### config.mk
export PLATFORM = sky130hd
export DESIGN_NAME = pwm_chan
export DESIGN_NICKNAME = d
export VERILOG_FILES = /design/src/rtl/pwm_chan_pkg.sv /design/src/rtl/pwm_timebase.sv /design/src/rtl/pwm_action.sv /design/src/rtl/pwm_chan.sv
export SDC_FILE = /design/constraint.sdc
export NUM_CORES = 1
export LEC_CHECK = 0
export BUFFER_PORTS_ARGS = -buffer_cell sky130_fd_sc_hd__buf_2
export CAP_MARGIN = 20
export CORE_ASPECT_RATIO = 0.5
export CORE_MARGIN = 1
export CORE_UTILIZATION = 50
export DETAILED_ROUTE_END_ITERATION = 7
export MAX_ROUTING_LAYER = met4
export PLACE_DENSITY_LB_ADDON = 0.15
export SLEW_MARGIN = 5
export SYNTH_ARGS = -nofsm -noshare
export SYNTH_HDL_FRONTEND = slang
export SYNTH_SLANG_ARGS = --single-unit
### constraint.sdc
create_clock -name clk -period 5.1 [get_ports clk]
set_clock_uncertainty 0.15 [all_clocks]
set_input_delay 0.765 -clock clk [delete_from_list [all_inputs] [get_ports clk]]
set_output_delay 0.765 -clock clk [all_outputs]
set_load 0.005 [all_outputs]
### src/rtl/pwm_chan_pkg.sv
package pwm_chan_pkg;

    typedef enum logic [1:0] {
        MODE_UP   = 2'd0,
        MODE_DOWN = 2'd1,
        MODE_UPDN = 2'd2,
        MODE_HOLD = 2'd3
    } cnt_mode_e;

    localparam logic [1:0] ACT_NONE = 2'd0;
    localparam logic [1:0] ACT_LOW  = 2'd1;
    localparam logic [1:0] ACT_HIGH = 2'd2;
    localparam logic [1:0] ACT_TOG  = 2'd3;

    localparam int ACT_W = 12;

    typedef struct packed {
        logic zero;
        logic prd;
        logic ca_up;
        logic ca_dn;
        logic cb_up;
        logic cb_dn;
    } evt_t;

    // Highest-priority occurring event with a non-zero code wins:
    // zero, period, compare B, compare A.
    function automatic logic [1:0] pick_action(evt_t ev, logic [ACT_W-1:0] act);
        logic [1:0] code;
        code = ACT_NONE;
        if (ev.zero && act[1:0] != ACT_NONE)
            code = act[1:0];
        else if (ev.prd && act[3:2] != ACT_NONE)
            code = act[3:2];
        else if (ev.cb_up && act[9:8] != ACT_NONE)
            code = act[9:8];
        else if (ev.cb_dn && act[11:10] != ACT_NONE)
            code = act[11:10];
        else if (ev.ca_up && act[5:4] != ACT_NONE)
            code = act[5:4];
        else if (ev.ca_dn && act[7:6] != ACT_NONE)
            code = act[7:6];
        return code;
    endfunction

endpackage

### src/rtl/pwm_timebase.sv
module pwm_timebase
    import pwm_chan_pkg::*;
#(
    parameter int CW = 16
) (
    input  logic          clk,
    input  logic          rst_n,
    input  logic          tick_i,
    input  cnt_mode_e     mode_i,
    input  logic [CW-1:0] period_i,
    input  logic [CW-1:0] cmpa_i,
    input  logic [CW-1:0] cmpb_i,
    input  logic [CW-1:0] phase_i,
    input  logic          sync_load_i,
    input  logic          sync_dir_up_i,
    output logic [CW-1:0] cnt_o,
    output logic          dir_up_o,
    output logic [CW-1:0] prd_act_o,
    output evt_t          ev_o
);

    localparam logic [CW-1:0] ZERO = '0;
    localparam logic [CW-1:0] ONE  = {{(CW-1){1'b0}}, 1'b1};

    typedef struct packed {
        logic [CW-1:0] cnt;
        logic          up;
        logic [CW-1:0] prd;
        logic [CW-1:0] ca;
        logic [CW-1:0] cb;
    } tb_state_t;

    tb_state_t st_d, st_q;
    logic      run;
    logic      eff_up;

    always_comb begin
        st_d   = st_q;
        run    = tick_i && (mode_i != MODE_HOLD);
        unique case (mode_i)
            MODE_UP:   eff_up = 1'b1;
            MODE_DOWN: eff_up = 1'b0;
            default:   eff_up = st_q.up;
        endcase

        ev_o.zero  = run && (st_q.cnt == ZERO);
        ev_o.prd   = run && (st_q.cnt == st_q.prd);
        ev_o.ca_up = run && (st_q.cnt == st_q.ca) && eff_up;
        ev_o.ca_dn = run && (st_q.cnt == st_q.ca) && !eff_up;
        ev_o.cb_up = run && (st_q.cnt == st_q.cb) && eff_up;
        ev_o.cb_dn = run && (st_q.cnt == st_q.cb) && !eff_up;

        if (run && st_q.cnt == ZERO) begin
            st_d.prd = period_i;
            st_d.ca  = cmpa_i;
            st_d.cb  = cmpb_i;
        end

        if (run) begin
            unique case (mode_i)
                MODE_UP: begin
                    st_d.up  = 1'b1;
                    st_d.cnt = (st_q.cnt >= st_q.prd) ? ZERO : st_q.cnt + ONE;
                end
                MODE_DOWN: begin
                    st_d.up  = 1'b0;
                    st_d.cnt = (st_q.cnt == ZERO || st_q.cnt > st_q.prd) ?
                               st_q.prd : st_q.cnt - ONE;
                end
                default: begin
                    if (st_q.up) begin
                        if (st_q.cnt >= st_q.prd) begin
                            st_d.up  = 1'b0;
                            st_d.cnt = (st_q.cnt == ZERO) ? ZERO : st_q.cnt - ONE;
                        end else begin
                            st_d.cnt = st_q.cnt + ONE;
                        end
                    end else if (st_q.cnt == ZERO) begin
                        st_d.up  = 1'b1;
                        st_d.cnt = (st_q.prd == ZERO) ? ZERO : ONE;
                    end else begin
                        st_d.cnt = st_q.cnt - ONE;
                    end
                end
            endcase
        end

        if (sync_load_i) begin
            st_d.cnt = phase_i;
            st_d.up  = sync_dir_up_i;
        end
    end

    always_ff @(posedge clk or negedge rst_n) begin
        if (!rst_n) begin
            st_q.cnt <= '0;
            st_q.up  <= 1'b1;
            st_q.prd <= '0;
            st_q.ca  <= '0;
            st_q.cb  <= '0;
        end else begin
            st_q <= st_d;
        end
    end

    assign cnt_o     = st_q.cnt;
    assign dir_up_o  = st_q.up;
    assign prd_act_o = st_q.prd;

endmodule

### src/rtl/pwm_action.sv
module pwm_action
    import pwm_chan_pkg::*;
(
    input  logic             clk,
    input  logic             rst_n,
    input  evt_t             ev_i,
    input  logic [ACT_W-1:0] act_i,
    input  logic             frc_en_i,
    input  logic             frc_val_i,
    output logic             out_o
);

    logic       out_d, out_q;
    logic [1:0] code;

    always_comb begin
        code  = pick_action(ev_i, act_i);
        out_d = out_q;
        if (frc_en_i) begin
            out_d = frc_val_i;
        end else begin
            unique case (code)
                ACT_LOW:  out_d = 1'b0;
                ACT_HIGH: out_d = 1'b1;
                ACT_TOG:  out_d = ~out_q;
                default:  out_d = out_q;
            endcase
        end
    end

    always_ff @(posedge clk or negedge rst_n) begin
        if (!rst_n) out_q <= 1'b0;
        else        out_q <= out_d;
    end

    assign out_o = out_q;

endmodule

### src/rtl/pwm_chan.sv
module pwm_chan
    import pwm_chan_pkg::*;
#(
    parameter int CW    = 16,
    parameter int N_OUT = 2
) (
    input  logic             clk,
    input  logic             rst_n,
    input  logic             tick_i,
    input  logic [1:0]       mode_i,
    input  logic [CW-1:0]    period_i,
    input  logic [CW-1:0]    cmpa_i,
    input  logic [CW-1:0]    cmpb_i,
    input  logic [CW-1:0]    phase_i,
    input  logic             sync_in_i,
    input  logic             sync_en_i,
    input  logic             sync_dir_up_i,
    input  logic [1:0]       sync_sel_i,
    input  logic [ACT_W-1:0] act_a_i,
    input  logic [ACT_W-1:0] act_b_i,
    input  logic [N_OUT-1:0] frc_en_i,
    input  logic [N_OUT-1:0] frc_val_i,
    output logic             pwm_a_o,
    output logic             pwm_b_o,
    output logic             sync_out_o,
    output logic             evt_zero_o,
    output logic             evt_prd_o,
    output logic             evt_cmpa_o,
    output logic             evt_cmpb_o,
    output logic [CW-1:0]    cnt_o,
    output logic             dir_up_o
);

    typedef struct packed {
        logic zero;
        logic prd;
        logic cmpa;
        logic cmpb;
        logic sync;
    } strobe_t;

    evt_t             ev;
    logic [CW-1:0]    prd_act;
    logic             sync_load;
    logic [ACT_W-1:0] act_tbl [N_OUT];
    logic [N_OUT-1:0] pwm_out;
    strobe_t          sb_d, sb_q;

    assign sync_load  = sync_en_i && sync_in_i;
    assign act_tbl[0] = act_a_i;
    assign act_tbl[1] = act_b_i;

    pwm_timebase #(.CW(CW)) u_tb (
        .clk          (clk),
        .rst_n        (rst_n),
        .tick_i       (tick_i),
        .mode_i       (cnt_mode_e'(mode_i)),
        .period_i     (period_i),
        .cmpa_i       (cmpa_i),
        .cmpb_i       (cmpb_i),
        .phase_i      (phase_i),
        .sync_load_i  (sync_load),
        .sync_dir_up_i(sync_dir_up_i),
        .cnt_o        (cnt_o),
        .dir_up_o     (dir_up_o),
        .prd_act_o    (prd_act),
        .ev_o         (ev)
    );

    for (genvar g = 0; g < N_OUT; g++) begin : g_out
        pwm_action u_act (
            .clk      (clk),
            .rst_n    (rst_n),
            .ev_i     (ev),
            .act_i    (act_tbl[g]),
            .frc_en_i (frc_en_i[g]),
            .frc_val_i(frc_val_i[g]),
            .out_o    (pwm_out[g])
        );
    end

    always_comb begin
        sb_d.zero = ev.zero;
        sb_d.prd  = ev.prd;
        sb_d.cmpa = ev.ca_up || ev.ca_dn;
        sb_d.cmpb = ev.cb_up || ev.cb_dn;
        unique case (sync_sel_i)
            2'd0:    sb_d.sync = sync_in_i;
            2'd1:    sb_d.sync = ev.zero;
            2'd2:    sb_d.sync = ev.cb_up || ev.cb_dn;
            default: sb_d.sync = 1'b0;
        endcase
    end

    always_ff @(posedge clk or negedge rst_n) begin
        if (!rst_n) sb_q <= '0;
        else        sb_q <= sb_d;
    end

    assign pwm_a_o    = pwm_out[0];
    assign pwm_b_o    = pwm_out[1];
    assign sync_out_o = sb_q.sync;
    assign evt_zero_o = sb_q.zero;
    assign evt_prd_o  = sb_q.prd;
    assign evt_cmpa_o = sb_q.cmpa;
    assign evt_cmpb_o = sb_q.cmpb;

endmodule

==> results of run 1 <==
flip-flops by register name, summed over array words and instances (netlist names):
signal and cells:
evt_cmpa_o 1, u_tb.dir_up_o 1, u_tb.st_q 32, sync_out_o 1, evt_cmpb_o 1, evt_zero_o 1, g_out.u_act.out_o 2, evt_prd_o 1
u_tb.prd_act_o 16, u_tb.cnt_o 16
area by class of cell:
type,count,area [µm²],share of cell area (%)
inverter,27,101,1.67
clock buffer,10,229,3.77
clock inverter,6,68.8,1.13
tap,135,169,2.78
multi-input combinational,506,3030,49.9
sequential,72,1800,29.7
timing repair buffer,131,671,11.1
cell usage after synthesis (all sizes together) (2+ instances only):
master	n	area (µm²)
nand2	157	589
dfrtp	71	1780
o21ai	53	265
xor2	42	368
clkbuf	32	120
inv	27	101
nor2	27	101
nand3	26	130
buf	25	175
a21oi	24	120
nor3	23	115
ha	19	238
nor4	13	81.3
mux2i	10	100
nand4	9	56.3
xnor2	9	78.8
and3	7	43.8
a221oi	6	52.6
a211oi	5	37.5
a31oi	5	31.3
or4	5	45.0
a32oi	4	35.0
and2	4	25.0
o22ai	4	25.0
o31ai	4	30.0
or3	4	25.0
a22oi	3	22.5
a2bb2oi	3	26.3
nor3b	3	22.5
o221ai	3	26.3
or2	3	18.8
a21o	2	15.0
a221o	2	20.0
a222oi	2	20.0
a22o	2	17.5
nand3b	2	15.0
nor2b	2	12.5
nor4b	2	32.5
worst min-delay path: stages, from the launching register on:
cell,delay [ns]
dfrtp_1,0.36
nand2_1,0.05
nand2_1,0.05
stage by stage:
stage	util, %	instance area (µm²)	hold WS [ns]
2_1_floorplan	-	5220	0.308
3_3_place_gp	58.9	5770	0.322
3_5_place_dp	58.9	5770	0.333
4_1_cts	62.0	6070	0.345
5_1_grt	62.0	6070	0.371
6_report	62.0	6070	0.345
how the worst max path moves through the flow:
stage	from	slack [ns]	endpoint
2_1_floorplan	u_tb.cnt_o[0]	2.29	u_tb.cnt_o[6]
3_3_place_gp	u_tb.cnt_o[0]	1.60	u_tb.cnt_o[10]
3_5_place_dp	u_tb.cnt_o[0]	1.46	u_tb.cnt_o[10]
4_1_cts	u_tb.cnt_o[0]	1.43	u_tb.cnt_o[10]
5_1_grt	u_tb.cnt_o[0]	1.18	u_tb.cnt_o[10]
6_report	u_tb.cnt_o[0]	1.34	u_tb.cnt_o[10]
layer usage:
layer	vias up	track usage (%)	routed length, µm
li1	2471	-	-
met1	2416	47.4	7960
met2	290	48.1	6730
met3	29	8.53	1920
met4	0	8.80	327
met5	-	-	0
power groups by stage:
stage | Sequential, µW | Combinational, µW | Clock (µW)
4_1_cts | 805 | 564 | 650
3_5_place_dp | 816 | 560 | 0
6_report | 812 | 571 | 643
3_3_place_gp | 811 | 554 | 0
5_1_grt | 827 | 632 | 674
2_1_floorplan | 685 | 514 | 0
kinds of logic (layout without fill, tap and decap cells):
kind of cell	count (synthesis)	in the layout	synth area share (%)
AO/OA/AOI/OAI	135	135	16.9
XOR/XNOR	51	51	8.56
adder cells (fa/ha/maj)	19	19	4.56
buffers and inverters	84	174	7.60
flip-flops	72	72	34.6
multiplexers	11	11	2.13
AND/OR/NAND/NOR	290	290	25.7
==> impl_metrics.ini, run 1 <==
[clocking]
clk_pin_slew_worst_paths_ns = 0.06
post-cts-setup-buffers = 0
cts_sinks = 72
hold_buffers = 0
cts_buffers = 9
htree_num_levels = 3
clockBufferDepth = 2
root_buffer = clkbuf_16
clkLatencyLatePin_ns = 0.34
cts_tree = built
cts_resized = 0

[global_routing]
grt_pass1_wl_mm = 26.5
grt_overflow = 0
grt_max_degree = 41
grt_pass1_vias = 4860
grt.total_usage_pct = 33.7
antenna_found_initial = 0

[power_and_ir_drop]
internal_power_uw = 1270
total_power_uw = 2030
p_switching_uw = 758
p_sw_share_pct = 37.4
p_clk_share_pct = 31.7
seq_power_share_pct = 40.1
leakagePower_uw = 0.00291
vdd_ir_drop_max_v = 0.000174
p_comb_share_pct = 28.2
power.density_mw_per_mm2 = 334

[detailed_routing]
dr_total_vias = 5206
drc = 0
wl_per_cell_um = 19.1
drt_iter0_drc = 522
detail_route.vias_per_cell = 5.87
drt_wl_total_mm = 16.9
dr.pass1.iters = 5
ant_nets = 0

[place]
placedCellCount = 871
post-place-ws_ns = 1.46
hpwlAfterDp_mm = 12.8
place.gp.congestion = 0.958
io_buffers = 125

[finish]
final_common_cell = nand2_1
diodes = 0
instances_no_fill = 887
synthToLayoutAreaGrowth_pct = 16.3
layout_common_cells = 157 x nand2_1, 125 x buf_2, 71 x dfrtp_1
final_nets = 868
fillers = 899
drive_gt1_share_pct = 20.9

[worst_setup_path]
crit_path_end_kind = register
crit_cells = 9
worst_ep_arrival_time_ns = 3.89
critPathLaunchType = register
r2r_end = u_tb.cnt_o[10]
rr_startpoint = u_tb.cnt_o[0]
critical_path.top_delay_family = compound AO/OA/AOI/OAI gates
path_class = register to register
r2r_cells = 9
path_buf_inv = 1
crit_slowest_cell = a2111oi_4
slowest_delay_ns = 0.87
cp_data_required_time_ns = 5.23
regToRegSetupSlack_ns = 1.34
worstPathCellList = inv_1 -> ha_1 -> nor4b_1 -> nor4b_4 -> a211oi_1 -> a2111oi_4 -> nand2_1 -> a31oi_1 -> a221o_1
cp_max_fo = 12

[run_status]
status = complete, no violations

[die]
row_count = 25
chipHeight_um = 74.2
boundaryPins = 126
die-area_mm2 = 0.0109
core_area_mm2 = 0.00979
die_w_um = 146
initial_core_util_pct = 53.3

[flow_run]
max-cap-violations = 0

[synth]
synth.avg_cell_area_um2 = 7.88
async_reset_ff_share_pct = 100
seq_area_frac_synth_pct = 34.6
synth_ff_type = dfrtp_1
syn_inst = 662
synth_fp_nets = 783
syn_area_mm2 = 0.00522
yosys_warnings = 0
synth-seq-cells = 72
synth_edf_count = 0
synth.distinct_cells = 62

[timing]
min_period_ns = 3.76
fmax_ghz = 0.266
setup_viol = 0
tns_ns = 0
finalMaxSlewViolations = 0
slew_headroom_pct = 29.3
grt_setup_unrepaired = no
fin_ws_ns = 1.34
finalCritPeriodShare_pct = 73.7
hold_violations = 0
worstMarginPinSlew_ns = 1.06

[hold_path]
min_path_cells = 2
min_path_type = register to register
holdCritStartpoint = u_tb.st_q[5]
whs_endpoint = u_tb.st_q[5]
Power figures use the tool's default switching activity.
==> run 2, diff against run 1 <==
Settings changed: ABC_AREA set to 1.
Clock period 5.1 ns to 3.1 ns, I/O delays scaled along.
==> run 2 against run 1 <==
  * Global-route usage is 0.94 points higher
  * Synthesized cell count increased by 29%
  * Maximum frequency rose by 31%
  * Largest power group is now combinational logic
  * Largest cell class unchanged
  * Non-clock buffer count increased by 17
  * Critical endpoint is now u_tb.cnt_o[9]
  * Wire length rose by 15%
  * Flip-flop and latch count unchanged
  * Worst hold slack lost 0.23 ns
  * Setup slack worse by 1.1 ns
  * Combinational power grew to 3.2 times the previous value
==> impl_metrics.ini, run 2 <==
[worst_setup_path]
worstPathCellList = inv_1 -> ha_1 -> nand2_1 -> nor4_2 -> nand4_1 -> nand2_1 -> nand2_1 -> buf_4 -> a31oi_1 -> nand3_1 -> o211ai_1 -> o21ai_0
cp_max_fo = 15
critPathLaunchType = register
regToRegSetupSlack_ns = 0.23
cp_common_cell = nand2_1
crit_slowest_cell = nor4_2
worst_ep_arrival_time_ns = 2.88
path_buf_inv = 2
cp_data_required_time_ns = 3.11
critical_path.top_delay_family = simple AND/OR/NAND/NOR gates
path_class = register to register
slowest_delay_ns = 0.36
crit_path_end_kind = register

[timing]
worstMarginPinSlew_ns = 0.971
min_period_ns = 2.87
finalMaxSlewViolations = 0
slew_headroom_pct = 35.3
finalCritPeriodShare_pct = 92.5
hold_violations = 0
tns_ns = 0
setup_viol = 0
whs_ns = 0.112
grt_setup_unrepaired = no
fmax_ghz = 0.349

[finish]
fillers = 1097
drive_gt1_share_pct = 22.4
final_nets = 1084
final_common_cell = nand2_1
synthToLayoutAreaGrowth_pct = 16.6
postLayoutCellArea_mm2 = 0.00674
largest_reg_flops = 32
instances_no_fill = 1113
layout_common_cells = 298 x nand2_1, 124 x buf_2, 83 x inv_1
regMostFlops = u_tb.st_q
diodes = 0

[flow_run]
max-cap-violations = 0

[die]
initial_core_util_pct = 52.0
core_area_mm2 = 0.0111
boundaryPins = 126
die-area_mm2 = 0.0120
chipHeight_um = 78.0
die_w_um = 154
row_count = 27

[synth]
yosysMostFrequentCell = nand2_1
synth_fp_nets = 973
synth.avg_cell_area_um2 = 6.78
syn_area_mm2 = 0.00578
yosys_warnings = 0
seq_area_frac_synth_pct = 31.2
async_reset_ff_share_pct = 100
syn_inst = 852
synth.distinct_cells = 44
synth_ff_type = dfrtp_1
synth_area_leaders = dfrtp_1 31%, nand2_1 19%, inv_1 5.4%
synth_edf_count = 0
yosys.area.top_type = dfrtp_1
ys_top_cells_by_count = 298 x nand2_1, 83 x inv_1, 71 x dfrtp_1
synth-seq-cells = 72
yosys.area.top_type_share_pct = 30.7

[run_status]
status = complete, no violations

[place]
place.gp.congestion = 0.956
placed_cell_area_mm2 = 0.00646
hpwlAfterDp_mm = 15.3
placedCellCount = 1097
io_buffers = 125

[power_and_ir_drop]
p_clk_share_pct = 24.4
internal_power_uw = 2250
p_switching_uw = 1800
vdd_ir_drop_max_v = 0.000289
leakagePower_uw = 0.00355
p_comb_share_pct = 45.4
power.density_mw_per_mm2 = 601
seq_power_share_pct = 30.2
p_sw_share_pct = 44.4

[detailed_routing]
dr_total_vias = 5989
drc = 0
ant_nets = 0
detail_route.vias_per_cell = 5.38
wl_per_cell_um = 17.5
drt_wl_total_mm = 19.5
drt_iter0_drc = 623
dr.pass1.iters = 5

[clocking]
clkLatencyLatePin_ns = 0.33
cts_sinks = 72
root_buffer = clkbuf_16
htree_num_levels = 3
clockBufferDepth = 2
cts_buffers = 9
cts_tree = built
clk_pin_slew_worst_paths_ns = 0.07
post-cts-setup-buffers = 0

[global_routing]
grt_overflow = 0
grt-busiest-layer = met1
met2_usage_pct = 47.3
grt.total_usage_pct = 34.7
grt_max_degree = 73
gr-usage-met3_pct = 8.95
grt_use_met1_pct = 51.7
antenna_found_initial = 0
grt_pass1_wl_mm = 30.5
grt_pass1_vias = 5522

[hold_path]
min_path_type = primary input to asynchronous set/reset pin
## run 2: worst paths after layout
check                                   startpoint           endpoint  depth (start not counted)
worst min register to register       u_tb.st_q[12]      u_tb.st_q[12]                          2
max in group asynchronous                    rst_n      u_tb.st_q[27]                          1
worst max register to register  u_tb.prd_act_o[14]      u_tb.cnt_o[9]                         12
min in group clk                        cmpb_i[12]      u_tb.st_q[12]                          3
worst max-delay path            u_tb.prd_act_o[14]      u_tb.cnt_o[9]                         12
worst min-delay path                         rst_n  u_tb.prd_act_o[3]                          1
## run 2: logic make-up after synthesis
family	after synthesis	share of synthesized area, %
compound gates	107	11.2
simple gates	471	36.2
fa+ha+maj	19	4.11
flops	72	31.2
xor+xnor	36	5.46
buf+inv	147	11.9
## run 2: power by group through the flow
stage / clock network (µW) / registers (µW) / logic [µW]
after floorplan: 0 / 1200 / 1280
after detailed placement: 0 / 1230 / 1800
final: 988 / 1220 / 1840
after global placement: 0 / 1230 / 1780
after CTS: 1000 / 1220 / 1810
after global routing: 1040 / 1240 / 2020
## run 2: area by class of cell
class                      instances  area [µm²]  area share [%]
clock buffer                      10         229            3.40
timing repair buffer             148         801            11.9
inverter                          99         383            5.68
clock inverter                     6        45.0           0.669
multi-input combinational        633        3290            48.9
tap                              145         181            2.69
sequential                        72        1800            26.8
## run 2: metal layers
layer,vias to the layer above,wire length (µm)
li1,2947,-
met1,2759,9540
met2,266,7790
met3,17,2020
met4,0,135
met5,-,0
## run 2: what timing repair did
item                                    CTS  global route
endpoints found under the setup margin    0             7
hold buffers                              0             0
endpoints found under the hold margin     0             0
gates resized for setup                   0             1
## run 2: stage by stage
stage	worst slack [ns]	total power [µW]	util [%]
after floorplan	0.791	2480	-
after global placement	0.264	3010	58.1
after detailed placement	0.168	3030	58.1
after CTS	0.139	4030	60.6
after global routing	0.127	4300	60.6
final	0.233	4050	60.6
==> run 3, diff against run 2 <==
Settings changed: CORE_MARGIN 1 to 8.
==> run 3 against run 2 <==
  * Total power increased by 5.5%
  * Sequential power about the same
  * Die area up 29%
  * Cell area is 1.2% higher
  * Global-route usage fell by 6.8 points
  * Register-to-register slack better by 0.03 ns
  * Non-clock buffer count increased by 1
  * Count of clock-buffer cells in the layout unchanged
  * Flip-flop and latch count unchanged
  * Critical path depth up 1
==> impl_metrics.ini, run 3 (synthesis gave the netlist of run 2 again) <==
[worst_setup_path]
r2r_end = u_tb.cnt_o[5]
cp-startpoint = u_tb.cnt_o[15]
regToRegSetupSlack_ns = 0.26
worst_ep_arrival_time_ns = 2.87
path_class = register to register
r2r_cells = 13
critPathLaunchType = register
cp_max_fo = 15
rr_startpoint = u_tb.cnt_o[15]
crit_path_end_kind = register
endpoint = u_tb.cnt_o[5]
cp_data_required_time_ns = 3.13

[clocking]
cts_buffers = 9
clockBufferDepth = 2
htree_num_levels = 3
clk_pin_slew_worst_paths_ns = 0.06
post-cts-setup-buffers = 0
root_buffer = clkbuf_16
clkLatencyLatePin_ns = 0.34
cts_sinks = 72
cts_tree = built

[finish]
fin_util_pct = 61.3
final_common_cell = nand2_1
layout_common_cells = 298 x nand2_1, 124 x buf_2, 83 x inv_1
drive_gt1_share_pct = 22.7
diodes = 0
final_nets = 1085
largest_reg_flops = 32
synthToLayoutAreaGrowth_pct = 17.9
regMostFlops = u_tb.st_q

[timing]
setup_viol = 0
slew_headroom_pct = 34.5
finalCritPeriodShare_pct = 91.6
hold_violations = 0
whs_ns = 0.122
tns_ns = 0
min_period_ns = 2.84
worstMarginPinSlew_ns = 0.982
grt_setup_unrepaired = no
finalMaxSlewViolations = 0
fmax_ghz = 0.352

[global_routing]
grt_max_degree = 73
grt_pass1_wl_mm = 32.9
met2_usage_pct = 38.6
grt_use_met1_pct = 39.6
grt.total_usage_pct = 27.9
antenna_found_initial = 1
grt_overflow = 0
grt_pass1_vias = 6004
gr-usage-met3_pct = 7.27
grt-busiest-layer = met1

[detailed_routing]
ant_nets = 0
drt_iter0_drc = 566
drt_wl_total_mm = 20.5
wl_per_cell_um = 18.4
dr_total_vias = 5953
detail_route.vias_per_cell = 5.34
dr.pass1.iters = 5
drc = 0

[place]
io_buffers = 125
hpwlAfterDp_mm = 16.2
place.gp.congestion = 0.933

[power_and_ir_drop]
power.density_mw_per_mm2 = 627
vdd_ir_drop_max_v = 0.000283
leakagePower_uw = 0.00359

[run_status]
status = complete, no violations

[die]
row_count = 27
die_w_um = 168
chipHeight_um = 92.0
core_area_mm2 = 0.0111
die-area_mm2 = 0.0155
initial_core_util_pct = 52.0
boundaryPins = 126

[hold_path]
min_path_type = primary input to asynchronous set/reset pin

[flow_run]
max-cap-violations = 0
## run 3: changes by cell type in the layout (fill, tap and decap cells not counted), sizes merged
cell,before,now
bufinv,0,2
buf,148,149
clkinvlp,3,2
inv,98,97
## run 3: how the worst min path moves through the flow
stage                     depth (start not counted)           from  slack, ns             to
final                                             1          rst_n       0.12  u_tb.st_q[26]
after global routing                              3      cmpa_i[9]       0.16  u_tb.st_q[25]
after CTS                                         3      cmpa_i[9]       0.16  u_tb.st_q[25]
after detailed placement                          2  u_tb.st_q[24]       0.33  u_tb.st_q[24]
after global placement                            2  u_tb.st_q[28]       0.33  u_tb.st_q[28]
after floorplan                                   0          rst_n       0.02     evt_cmpa_o
## run 3: metrics by stage
| stage | total power, µW | instances | cell area (µm²) | worst slack, ns |
|---|---|---|---|---|
| final | 4270 | 1114 | 6820 | 0.260 |
| after global routing | 4520 | 1114 | 6820 | 0.000470 |
| after CTS | 4240 | 1114 | 6810 | 0.0511 |
| after detailed placement | 3050 | 1098 | 6480 | 0.0935 |
| after global placement | 3040 | 1098 | 6480 | 0.197 |
| after floorplan | 2480 | 852 | 5780 | 0.791 |
## run 3: layout make-up
class	instances	area, µm²
Fill cell	1069	4300
Sequential cell	72	1800
Clock inverter	6	92.6
Clock buffer	10	239
Inverter	99	383
Multi-Input combinational cell	633	3290
Timing Repair Buffer	149	821
Tap cell	145	181
## run 3: routing by layer
layer | vias up | wire length, µm
met5 | - | 0
met4 | 0 | 297
met3 | 27 | 1950
met2 | 257 | 8160
met1 | 2722 | 10100
li1 | 2947 | -
## run 3: worst max-delay path, stage by stage, from the launching register on
cell	delay (ns)
dfrtp_1	0.50
ha_1	0.36
nand2_1	0.11
nor4_2	0.33
nand4_1	0.16
nand2_1	0.11
nand2_1	0.08
buf_4	0.20
inv_1	0.21
nand2_1	0.08
nand3_1	0.07
o221ai_1	0.10
nand2_1	0.08
o211ai_1	0.13
## run 3: repair_timing
action	in CTS	in global routing
endpoints found under the setup margin	0	11
resized for setup	0	2
hold buffers	0	0
## run 3: power by group
group          switching [µW]  internal [µW]  leakage (µW)
sequential                140           1090      0.000841
clock                     451            730      0.000155
combinational            1240            623       0.00259
